**src/rtl/pwm_dbuf_pkg.sv**
```systemverilog
package pwm_dbuf_pkg;

  // Register addresses; channel blocks follow from ADR_CC_BASE.
  localparam int ADR_CTRL     = 0;
  localparam int ADR_LOCK_SET = 1;
  localparam int ADR_LOCK_CLR = 2;
  localparam int ADR_STATUS   = 3;
  localparam int ADR_COUNT    = 4;
  localparam int ADR_MODE     = 5;
  localparam int ADR_PER      = 6;
  localparam int ADR_PER_BUF  = 7;
  localparam int ADR_CC_BASE  = 8;

  function automatic int adr_cc_buf_base(input int num_ch);
    return ADR_CC_BASE + num_ch;
  endfunction

  // Per-slot control strobes decoded from the register bus.
  typedef struct packed {
    logic wr_act;  // direct write of the active register
    logic wr_buf;  // write of the shadow buffer
    logic w1c;     // drop pending value
    logic rd_act;  // side-effect read of the active register
  } slot_ctl_t;

endpackage

```
**src/rtl/pwm_dbuf_counter.sv**
```systemverilog
module pwm_dbuf_counter #(
  parameter int CNT_W = 16
) (
  input  logic             clk,
  input  logic             rst_ni,
  input  logic             run,
  input  logic [CNT_W-1:0] per,
  output logic [CNT_W-1:0] count,
  output logic             update_evt
);

  logic [CNT_W-1:0] count_q;
  logic [CNT_W-1:0] count_d;
  logic             count_en;
  logic             zero_hold;

  // Counter and period both zero: no update, counter parked.
  assign zero_hold  = (count_q == '0) && (per == '0);
  assign update_evt = run && (count_q == per) && !zero_hold;

  always_comb begin
    count_en = run;
    count_d  = count_q;
    if (update_evt || zero_hold) begin
      count_d = '0;
    end else begin
      count_d = count_q + CNT_W'(1);
    end
  end

  always_ff @(posedge clk or negedge rst_ni) begin
    if (!rst_ni) begin
      count_q <= '0;
    end else if (count_en) begin
      count_q <= count_d;
    end
  end

  assign count = count_q;

endmodule

```
**src/rtl/pwm_dbuf_slot.sv**
```systemverilog
module pwm_dbuf_slot
  import pwm_dbuf_pkg::*;
#(
  parameter int W = 16
) (
  input  logic      clk,
  input  logic      rst_ni,
  input  slot_ctl_t ctl,
  input  logic [W-1:0] wdata,
  input  logic      cap_mode,
  input  logic      cap_evt,
  input  logic [W-1:0] cap_val,
  input  logic      xfer,
  output logic [W-1:0] act_val,
  output logic [W-1:0] buf_val,
  output logic      pending
);

  logic [W-1:0] act_q, act_d;
  logic [W-1:0] buf_q, buf_d;
  logic         vld_q, vld_d;
  logic         act_en, buf_en, vld_en;
  logic         take;

  // Transfer only consumes a value that is actually pending.
  assign take = xfer && vld_q && !cap_mode;

  always_comb begin
    act_d  = act_q;
    buf_d  = buf_q;
    vld_d  = vld_q;
    act_en = 1'b0;
    buf_en = 1'b0;
    vld_en = 1'b0;
    if (cap_mode) begin
      if (cap_evt) begin
        act_d  = cap_val;
        act_en = 1'b1;
        vld_d  = 1'b1;
        vld_en = 1'b1;
      end else begin
        if (ctl.wr_act) begin
          act_d  = wdata;
          act_en = 1'b1;
        end
        if (ctl.rd_act) begin
          vld_d  = 1'b0;
          vld_en = 1'b1;
        end
      end
    end else begin
      if (take) begin
        act_d  = buf_q;
        act_en = 1'b1;
      end else if (ctl.wr_act) begin
        act_d  = wdata;
        act_en = 1'b1;
      end
      if (ctl.wr_buf) begin
        buf_d  = wdata;
        buf_en = 1'b1;
        vld_d  = 1'b1;
        vld_en = 1'b1;
      end else if (ctl.w1c || take) begin
        vld_d  = 1'b0;
        vld_en = 1'b1;
      end
    end
  end

  always_ff @(posedge clk or negedge rst_ni) begin
    if (!rst_ni) begin
      act_q <= '0;
    end else if (act_en) begin
      act_q <= act_d;
    end
  end

  always_ff @(posedge clk or negedge rst_ni) begin
    if (!rst_ni) begin
      buf_q <= '0;
    end else if (buf_en) begin
      buf_q <= buf_d;
    end
  end

  always_ff @(posedge clk or negedge rst_ni) begin
    if (!rst_ni) begin
      vld_q <= 1'b0;
    end else if (vld_en) begin
      vld_q <= vld_d;
    end
  end

  assign act_val = act_q;
  assign buf_val = buf_q;
  assign pending = vld_q;

endmodule

```
**src/rtl/pwm_dbuf_regif.sv**
```systemverilog
module pwm_dbuf_regif
  import pwm_dbuf_pkg::*;
#(
  parameter int CNT_W  = 16,
  parameter int NUM_CH = 4,
  parameter int ADDR_W = 4
) (
  input  logic                         clk,
  input  logic                         rst_ni,
  input  logic                         wr_en,
  input  logic [ADDR_W-1:0]            wr_addr,
  input  logic [NUM_CH:0]              wr_low,
  input  logic                         rd_en,
  input  logic [ADDR_W-1:0]            rd_addr,
  input  logic [CNT_W-1:0]             count,
  input  logic [CNT_W-1:0]             per_act,
  input  logic [CNT_W-1:0]             per_buf,
  input  logic                         per_pend,
  input  logic [NUM_CH-1:0][CNT_W-1:0] cc_act,
  input  logic [NUM_CH-1:0][CNT_W-1:0] cc_buf,
  input  logic [NUM_CH-1:0]            cc_pend,
  output logic                         run,
  output logic                         lock,
  output logic [NUM_CH-1:0]            cap_mode,
  output slot_ctl_t                    per_ctl,
  output slot_ctl_t [NUM_CH-1:0]       cc_ctl,
  output logic [CNT_W-1:0]             rd_data
);

  localparam int CCB_BASE = adr_cc_buf_base(NUM_CH);

  logic              hit_ctrl, hit_lset, hit_lclr, hit_stat, hit_mode;
  logic              run_q, run_d, run_en;
  logic              lock_q, lock_d, lock_en;
  logic [NUM_CH-1:0] mode_q, mode_d;
  logic              mode_en;

  assign hit_ctrl = wr_en && (wr_addr == ADDR_W'(ADR_CTRL));
  assign hit_lset = wr_en && (wr_addr == ADDR_W'(ADR_LOCK_SET));
  assign hit_lclr = wr_en && (wr_addr == ADDR_W'(ADR_LOCK_CLR));
  assign hit_stat = wr_en && (wr_addr == ADDR_W'(ADR_STATUS));
  assign hit_mode = wr_en && (wr_addr == ADDR_W'(ADR_MODE));

  // Period slot strobes
  assign per_ctl.wr_act = wr_en && (wr_addr == ADDR_W'(ADR_PER));
  assign per_ctl.wr_buf = wr_en && (wr_addr == ADDR_W'(ADR_PER_BUF));
  assign per_ctl.w1c    = hit_stat && wr_low[0];
  assign per_ctl.rd_act = 1'b0;

  // Channel slot strobes
  for (genvar i = 0; i < NUM_CH; i++) begin : g_ch_dec
    assign cc_ctl[i].wr_act = wr_en && (wr_addr == ADDR_W'(ADR_CC_BASE + i));
    assign cc_ctl[i].wr_buf = wr_en && (wr_addr == ADDR_W'(CCB_BASE + i));
    assign cc_ctl[i].w1c    = hit_stat && wr_low[i+1];
    assign cc_ctl[i].rd_act = rd_en && (rd_addr == ADDR_W'(ADR_CC_BASE + i));
  end

  // Control state next-state logic
  always_comb begin
    run_en  = hit_ctrl;
    run_d   = wr_low[0];
    lock_en = (hit_lset || hit_lclr) && wr_low[0];
    lock_d  = hit_lset;
    mode_en = hit_mode;
    mode_d  = wr_low[NUM_CH-1:0];
  end

  always_ff @(posedge clk or negedge rst_ni) begin
    if (!rst_ni) begin
      run_q <= 1'b0;
    end else if (run_en) begin
      run_q <= run_d;
    end
  end

  always_ff @(posedge clk or negedge rst_ni) begin
    if (!rst_ni) begin
      lock_q <= 1'b0;
    end else if (lock_en) begin
      lock_q <= lock_d;
    end
  end

  always_ff @(posedge clk or negedge rst_ni) begin
    if (!rst_ni) begin
      mode_q <= '0;
    end else if (mode_en) begin
      mode_q <= mode_d;
    end
  end

  assign run      = run_q;
  assign lock     = lock_q;
  assign cap_mode = mode_q;

  // Read multiplexer
  always_comb begin
    rd_data = '0;
    case (rd_addr)
      ADDR_W'(ADR_CTRL):    rd_data = CNT_W'({lock_q, run_q});
      ADDR_W'(ADR_STATUS):  rd_data = CNT_W'({cc_pend, per_pend});
      ADDR_W'(ADR_COUNT):   rd_data = count;
      ADDR_W'(ADR_MODE):    rd_data = CNT_W'(mode_q);
      ADDR_W'(ADR_PER):     rd_data = per_act;
      ADDR_W'(ADR_PER_BUF): rd_data = per_buf;
      default:              rd_data = '0;
    endcase
    for (int i = 0; i < NUM_CH; i++) begin
      if (rd_addr == ADDR_W'(ADR_CC_BASE + i)) rd_data = cc_act[i];
      if (rd_addr == ADDR_W'(CCB_BASE + i))    rd_data = cc_buf[i];
    end
  end

endmodule

```
**src/rtl/pwm_dbuf_timer.sv**
```systemverilog
module pwm_dbuf_timer
  import pwm_dbuf_pkg::*;
#(
  parameter int CNT_W  = 16,
  parameter int NUM_CH = 4,
  parameter int ADDR_W = 4
) (
  input  logic              clk,
  input  logic              rst_n,
  input  logic              wr_en,
  input  logic [ADDR_W-1:0] wr_addr,
  input  logic [CNT_W-1:0]  wr_data,
  input  logic              rd_en,
  input  logic [ADDR_W-1:0] rd_addr,
  output logic [CNT_W-1:0]  rd_data,
  input  logic [NUM_CH-1:0] cap_in,
  output logic [NUM_CH-1:0] pwm_out,
  output logic              upd_pulse
);

  // Reset: asserted asynchronously, released on the clock
  logic rst_meta, rst_ni;

  always_ff @(posedge clk or negedge rst_n) begin
    if (!rst_n) begin
      rst_meta <= 1'b0;
      rst_ni   <= 1'b0;
    end else begin
      rst_meta <= 1'b1;
      rst_ni   <= rst_meta;
    end
  end

  logic                         run, lock;
  logic [NUM_CH-1:0]            cap_mode;
  logic [CNT_W-1:0]             count;
  logic                         update_evt;
  logic                         xfer;
  logic [CNT_W-1:0]             per_act, per_buf;
  logic                         per_pend;
  logic [NUM_CH-1:0][CNT_W-1:0] cc_act, cc_buf;
  logic [NUM_CH-1:0]            cc_pend;
  slot_ctl_t                    per_ctl;
  slot_ctl_t [NUM_CH-1:0]       cc_ctl;
  logic [NUM_CH-1:0]            cap_prev;
  logic [NUM_CH-1:0]            cap_edge;

  assign xfer = update_evt && !lock;

  // Capture edge detection
  always_ff @(posedge clk or negedge rst_ni) begin
    if (!rst_ni) begin
      cap_prev <= '0;
    end else begin
      cap_prev <= cap_in;
    end
  end

  assign cap_edge = cap_in & ~cap_prev;

  pwm_dbuf_regif #(
    .CNT_W (CNT_W),
    .NUM_CH(NUM_CH),
    .ADDR_W(ADDR_W)
  ) u_regif (
    .clk     (clk),
    .rst_ni  (rst_ni),
    .wr_en   (wr_en),
    .wr_addr (wr_addr),
    .wr_low  (wr_data[NUM_CH:0]),
    .rd_en   (rd_en),
    .rd_addr (rd_addr),
    .count   (count),
    .per_act (per_act),
    .per_buf (per_buf),
    .per_pend(per_pend),
    .cc_act  (cc_act),
    .cc_buf  (cc_buf),
    .cc_pend (cc_pend),
    .run     (run),
    .lock    (lock),
    .cap_mode(cap_mode),
    .per_ctl (per_ctl),
    .cc_ctl  (cc_ctl),
    .rd_data (rd_data)
  );

  pwm_dbuf_counter #(
    .CNT_W(CNT_W)
  ) u_counter (
    .clk       (clk),
    .rst_ni    (rst_ni),
    .run       (run),
    .per       (per_act),
    .count     (count),
    .update_evt(update_evt)
  );

  pwm_dbuf_slot #(
    .W(CNT_W)
  ) u_per_slot (
    .clk     (clk),
    .rst_ni  (rst_ni),
    .ctl     (per_ctl),
    .wdata   (wr_data),
    .cap_mode(1'b0),
    .cap_evt (1'b0),
    .cap_val ('0),
    .xfer    (xfer),
    .act_val (per_act),
    .buf_val (per_buf),
    .pending (per_pend)
  );

  for (genvar i = 0; i < NUM_CH; i++) begin : g_ch
    pwm_dbuf_slot #(
      .W(CNT_W)
    ) u_cc_slot (
      .clk     (clk),
      .rst_ni  (rst_ni),
      .ctl     (cc_ctl[i]),
      .wdata   (wr_data),
      .cap_mode(cap_mode[i]),
      .cap_evt (cap_edge[i]),
      .cap_val (count),
      .xfer    (xfer),
      .act_val (cc_act[i]),
      .buf_val (cc_buf[i]),
      .pending (cc_pend[i])
    );

    assign pwm_out[i] = !cap_mode[i] && (count < cc_act[i]);
  end

  assign upd_pulse = update_evt;

endmodule

```
**config.mk**
```make
export PLATFORM = sky130hd
export DESIGN_NAME = pwm_dbuf_timer
export DESIGN_NICKNAME = d
export VERILOG_FILES = /design/src/rtl/pwm_dbuf_pkg.sv /design/src/rtl/pwm_dbuf_counter.sv /design/src/rtl/pwm_dbuf_slot.sv /design/src/rtl/pwm_dbuf_regif.sv /design/src/rtl/pwm_dbuf_timer.sv
export SDC_FILE = /design/constraint.sdc
export NUM_CORES = 1
export LEC_CHECK = 0
export ABC_CLOCK_PERIOD_IN_PS = 15890
export BUFFER_PORTS_ARGS = -buffer_cell sky130_fd_sc_hd__buf_2
export CAP_MARGIN = 30
export CORE_MARGIN = 4
export CORE_UTILIZATION = 55
export CTS_CLUSTER_SIZE = 10
export DETAILED_ROUTE_END_ITERATION = 12
export GPL_TIMING_DRIVEN = 0
export PLACE_DENSITY = 0.69
export SYNTH_ARGS = -nofsm -noshare
export SYNTH_HDL_FRONTEND = slang
export SYNTH_HIERARCHICAL = 1
export SYNTH_SLANG_ARGS = --single-unit
```
**constraint.sdc**
```tcl
create_clock -name clk -period 15.89 [get_ports clk]
set_input_delay 0.7945 -clock clk [delete_from_list [all_inputs] [get_ports clk]]
set_output_delay 0.7945 -clock clk [all_outputs]
set_load 0.01 [all_outputs]
```
==> impl_metrics.ini, run 1 <==
[job]
maxCapViolations = 0

[setup_path]
rr_endpoint = g_ch[3].u_cc_slot/act_val[4]$_DFFE_PN0P_
arrival_ns = 4.64
start_kind = flop
critPathLaunch = u_counter/count[8]$_DFFE_PN0P_
ff2ff_setup_slack_ns = 11.59
critPathKind = flop to flop
required_ns = 16.23
worstSetupEndpointType = flop
crit_path_max_fanout = 16
ff2ff_path_depth = 11
r2r-start = u_counter/count[8]$_DFFE_PN0P_

[clocking]
clock_sinks = 193
clockBufferDepth = 2
cts_buffers = 17
path_clk_slew_ns = 0.08
postCtsSetupBuffers = 0
hold_buffers = 0
ctsResizeCount = 0
root_buffer = clkbuf_16
cts_tree = built
htreeDepth = 4
worstSkewPairLatency_ns = 0.45

[floorplan]
pin_count = 53
chipWidth_um = 166
dieArea_mm2 = 0.0275
core_mm2 = 0.0245
initial_core_util = 0.561
std_cell_rows = 57
die_height_um = 166

[synth]
yosys_most_used_dff = dfrtp_1
synth.cell_area_mm2 = 0.0137
ys_warn_count = 6
synth_seq_area_share = 0.352
netlist_instances = 1486
ys_seq_elements = 193
synth_edf_count = 0
synthArstFlopShare = 1.00
syn_area_per_cell_um2 = 9.23
synth.distinct_cells = 78

[sta]
fin_worst_skew_ns = 0.0165
worstMarginPinSlew_ns = 1.06
finalSetupViolCount = 0
maxSlewHeadroom = 0.288
totalNegativeSetupSlack_ns = 0
maxSlewViolCount = 0
fin_crit_sh = 0.271
max_freq_mhz = 233
setup_slack_ns = 11.59
finalCriticalPeriod_ns = 4.30
rsz0062_at_grt = false
hold_violations = 0

[routing]
wire_per_inst_um = 24.6
antenna_left = 0
drtIter0Drc = 1610
dr.pass1.iters = 6
num_vias = 12450
postRouteWirelength_um = 47100
vias_per_cell = 6.49
drc_errors = 0

[placement]
dpl.hpwl_um = 34400
place.gp.congestion = 1.02
portBuffers = 51
place_inst = 1886
dpl_worst_slack_ns = 11.81

[finish]
syn_to_final_growth_pct = 10.4
utilization = 0.619
final_layout_size_suffix_gt1_frac = 0.165
final_cells = 1918
mostFrequentLayoutCells = dfrtp_1 (192), nand3_1 (99), mux2_2 (95)
final_common_cell = dfrtp_1
nNetsFinal = 1675
antennaDiodeCount = 0

[pwr]
total_leakage_power_uw = 0.00656
ir_drop_v = 0.0000658
power_density_mw_per_mm2 = 121

[run_status]
status = completed

[grt]
grt_pass1_vias = 12045
overflow = 0
antenna_found_initial = 1
grt_pass1_wl_um = 72500
grt_max_degree = 71
grt_use_total = 0.339

[hold_path]
hold_path_class = primary input to async pin
[layout make-up]
class,count,area [um^2]
multi-input combinational,1101,7910
buffer,125,728
clock inverter,14,173
sequential,193,4830
tap,324,405
fill,2181,9310
inverter,89,334
timing repair buffer,54,338
clock buffer,18,429
[synthesized netlist by cell type (10+ instances only)]
master	instances	share of area
o21ai_0	53	0.019
nand2b_1	25	0.011
xor2_1	21	0.013
o2bb2ai_1	70	0.045
and2_1	11	0.0050
mux2_2	95	0.078
nor2b_1	88	0.040
dfrtp_1	193	0.35
ha_1	62	0.057
nor2_1	59	0.016
o221ai_1	10	0.0064
o21ai_1	16	0.0058
a211oi_1	10	0.0055
nand4_1	19	0.0087
nor3_1	84	0.031
a21oi_1	59	0.022
a22oi_1	31	0.017
nand2_1	52	0.014
buf_2	24	0.0088
o22a_1	75	0.048
inv_1	87	0.024
clkbuf_1	63	0.017
a21o_1	11	0.0060
nand3_1	99	0.036
buf_6	28	0.023
[critical path, stage by stage (launching register included)]
cell      delay, ns
dfrtp_1        1.03
xnor2_1        0.21
nand4_1        0.15
nor4_2         0.39
and4bb_2       0.32
nor2b_1        0.82
buf_6          0.24
and3b_4        0.20
buf_6          0.12
clkbuf_1       0.38
nor3_1         0.13
o22a_1         0.20
[worst max path at each step]
stage / end
finish: g_ch[3].u_cc_slot/act_val[4]$_DFFE_PN0P_
global route: g_ch[1].u_cc_slot/act_val[10]$_DFFE_PN0P_
CTS: g_ch[3].u_cc_slot/act_val[4]$_DFFE_PN0P_
detailed placement: g_ch[3].u_cc_slot/act_val[8]$_DFFE_PN0P_
global placement: g_ch[0].u_cc_slot/act_val[7]$_DFFE_PN0P_
floorplan: cap_prev[0]$_DFF_PN0_
[kinds of logic after synthesis]
logic type / Yosys count / share of synthesized area
AOI/OAI and AO/OA: 381 / 0.204
xor gates and xnor gates: 27 / 0.0172
adders and majority gates: 62 / 0.0566
buffers and inverters: 214 / 0.0774
DFF: 193 / 0.352
muxes: 108 / 0.0901
other: 3 / 0.000821
and+or+nand+nor: 498 / 0.201
[state kept, by name (all words and copies together), names as in the netlist]
register / cells
g_ch.u_cc_slot/pending: 4
u_regif/run: 1
g_ch.u_cc_slot/act_val: 64
cap_prev: 4
g_ch.u_cc_slot/buf_val: 64
rst_ni: 1
u_per_slot/buf_val: 16
rst_meta: 1
u_counter/count: 16
u_per_slot/pending: 1
u_per_slot/act_val: 16
u_regif/cap_mode: 4
u_regif/lock: 1
[power breakdown]
part / switching, uW / total, uW / internal, uW
sequential: 187 / 803 / 616
clock: 224 / 450 / 226
combinational: 303 / 575 / 273
[metal layers]
metal / GRT usage / vias up / part of all wire
li1: - / 5613 / -
met1: 0.500 / 6040 / 0.43
met2: 0.477 / 693 / 0.41
met3: 0.0716 / 104 / 0.11
met4: 0.156 / 0 / 0.050
met5: 0 / - / 0
[through the flow]
step	hold WS, ns	total power (uW)	area [um^2]
after floorplan	0.331	1150	13800
after global placement	0.343	1350	14500
after detailed placement	0.348	1370	14500
after CTS	0.0989	1820	15100
after global routing	0.0903	1930	15100
final	0.112	1830	15100
Note: power is estimated with default switching activity, not from simulation.
==> run 2: changes to the inputs <==
Settings changed: ABC_CLOCK_PERIOD_IN_PS 15890 to 4050.
Clock period 15.89 ns to 4.05 ns, I/O delays scaled along.
==> run 2 against run 1 <==
Count of clock-buffer cells in the layout down 1. Sequential cell count is the same. Register-to-register slack worse by 11 ns. Non-clock buffer count rose by 6. Worst hold slack got worse by 0.061 ns. Worst setup slack got worse by 11 ns. Power grew to 3.9 times the previous value. Utilization rose by 0.19 points. Maximum frequency grew 9.6%. Largest cell class unchanged.
==> impl_metrics.ini, run 2 (synthesis results as in run 1) <==
[setup_path]
crit_path_max_fanout = 13
start_kind = flop
arrival_ns = 4.25
worstSetupEndpointType = flop
cpMaxStageDelayCell = dfrtp_1
crit_family = simple AND/OR/NAND/NOR gates
required_ns = 4.38
critPathBufInv = 4
path_cells = inv_1 -> ha_1 -> nor4b_2 -> nand4_1 -> nor2_1 -> and4bb_2 -> nor2b_2 -> buf_6 -> and3b_4 -> buf_6 -> clkbuf_1 -> nor3_1 -> o22a_1
critPathKind = flop to flop
critPathMostFrequentCell = buf_6
slowest_delay_ns = 0.86

[sta]
setup_slack_ns = 0.127
finalCriticalPeriod_ns = 3.92
max_freq_mhz = 255
worstMarginPinSlew_ns = 0.982
finalSetupViolCount = 0
fin_worst_skew_ns = 0.0142
maxSlewHeadroom = 0.345
fin_crit_sh = 0.969
hold_violations = 0
maxSlewViolCount = 0

[finish]
utilization = 0.621
fillCellCount = 2146
multi_input_area_mm2 = 0.00792
syn_to_final_growth_pct = 10.8
final_common_cell = dfrtp_1
nNetsFinal = 1681
ff_latch_area_mm2 = 0.00484
mostFrequentLayoutCells = dfrtp_1 (188), nand3_1 (99), mux2_2 (95)
final_area_mm2 = 0.0152
final_layout_size_suffix_gt1_frac = 0.169

[clocking]
htreeDepth = 4
worstSkewPairLatency_ns = 0.45
cts_tree = built
cts_buffers = 17
path_clk_slew_ns = 0.08
clockBufferDepth = 2
root_buffer = clkbuf_16
clock_sinks = 193

[grt]
grt_pass1_wl_um = 72100
overflow = 0
grt_max_degree = 71
antenna_found_initial = 1
grt_pass1_vias = 11794
grt_use_total = 0.338

[placement]
dpl.hpwl_um = 34200
portBuffers = 51
dpl_worst_slack_ns = -0.0865
placed_area_mm2 = 0.0145
place.gp.congestion = 1.01

[pwr]
ir_drop_v = 0.000325
power_density_mw_per_mm2 = 467
total_leakage_power_uw = 0.00656

[routing]
vias_per_cell = 6.49
num_vias = 12486
drtIter0Drc = 1473
dr.pass1.iters = 6
postRouteWirelength_um = 47300
wire_per_inst_um = 24.6
drc_errors = 0
antenna_left = 0

[job]
maxCapViolations = 0

[floorplan]
dieArea_mm2 = 0.0275
pin_count = 53
std_cell_rows = 57
chipWidth_um = 166
core_mm2 = 0.0245
die_height_um = 166
initial_core_util = 0.561

[hold_path]
hold_path_class = primary input to async pin

[run_status]
status = completed
-- run 2: worst reg2reg max path, stage by stage, from the launching register on --
cell and delay [ns]:
dfrtp_1 0.86, inv_1 0.20, ha_1 0.25, nor4b_2 0.19, nand4_1 0.16, nor2_1 0.07
and4bb_2 0.32, nor2b_2 0.54, buf_6 0.22, and3b_4 0.20, buf_6 0.12, clkbuf_1 0.37
nor3_1 0.10, o22a_1 0.21
-- run 2: where the power goes --
part | switching [uW] | internal, uW
registers | 739 | 2420
clock network | 863 | 818
logic | 1190 | 1070
-- run 2: path summary, 6_finish.rpt --
check	start	to	slack [ns]	depth (start not counted)
setup reg to reg	u_counter/count[0]$_DFFE_PN0P_	g_ch[2].u_cc_slot/act_val[4]$_DFFE_PN0P_	0.13	13
min in group clk	wr_addr[0]	u_regif/lock$_DFFE_PN0P_	0.09	3
max in group asynchronous	rst_ni$_DFF_PN0_	g_ch[0].u_cc_slot/act_val[11]$_DFFE_PN0P_	2.92	2
hold reg to reg	rst_ni$_DFF_PN0_	g_ch[3].u_cc_slot/act_val[11]$_DFFE_PN0P_	0.23	0
hold / removal	rst_n	rst_ni$_DFF_PN0_	0.05	2
setup / recovery	u_counter/count[0]$_DFFE_PN0P_	g_ch[2].u_cc_slot/act_val[4]$_DFFE_PN0P_	0.13	13
-- run 2: layout make-up --
type,count,area share
flip-flops and latches,193,0.318
inverters,89,0.0220
multi-input cells,1101,0.521
diodes,1,0.000165
well taps,324,0.0267
clock buffers,17,0.0280
repair buffers,60,0.0260
plain buffers,125,0.0479
clock inverters,15,0.00980
-- run 2: repair_timing --
item,CTS,global route
resized for setup,2,4
setup endpoints to repair,50,54
setup buffers,0,0
endpoints found under the hold margin,6,0
hold buffers,5,0
-- run 2: per-stage QoR --
stage | TNS (ns) | cells | hold WS, ns | power (uW)
4_1_cts | 0 | 1923 | 0.0379 | 7050
5_1_grt | -0.00189 | 1924 | 0.0658 | 7490
2_1_floorplan | 0 | 1508 | -0.0931 | 4510
3_3_place_gp | -76.50 | 1883 | -0.0131 | 5280
6_report | 0 | 1925 | 0.0513 | 7100
3_5_place_dp | -2.21 | 1886 | -0.0107 | 5360
-- run 2: layer usage --
layer | part of all wire | global-route usage | vias up
li1 | - | - | 5640
met4 | 0.048 | 0.154 | 0
met1 | 0.45 | 0.508 | 6119
met3 | 0.096 | 0.0500 | 78
met2 | 0.41 | 0.480 | 649
met5 | 0 | 0 | -
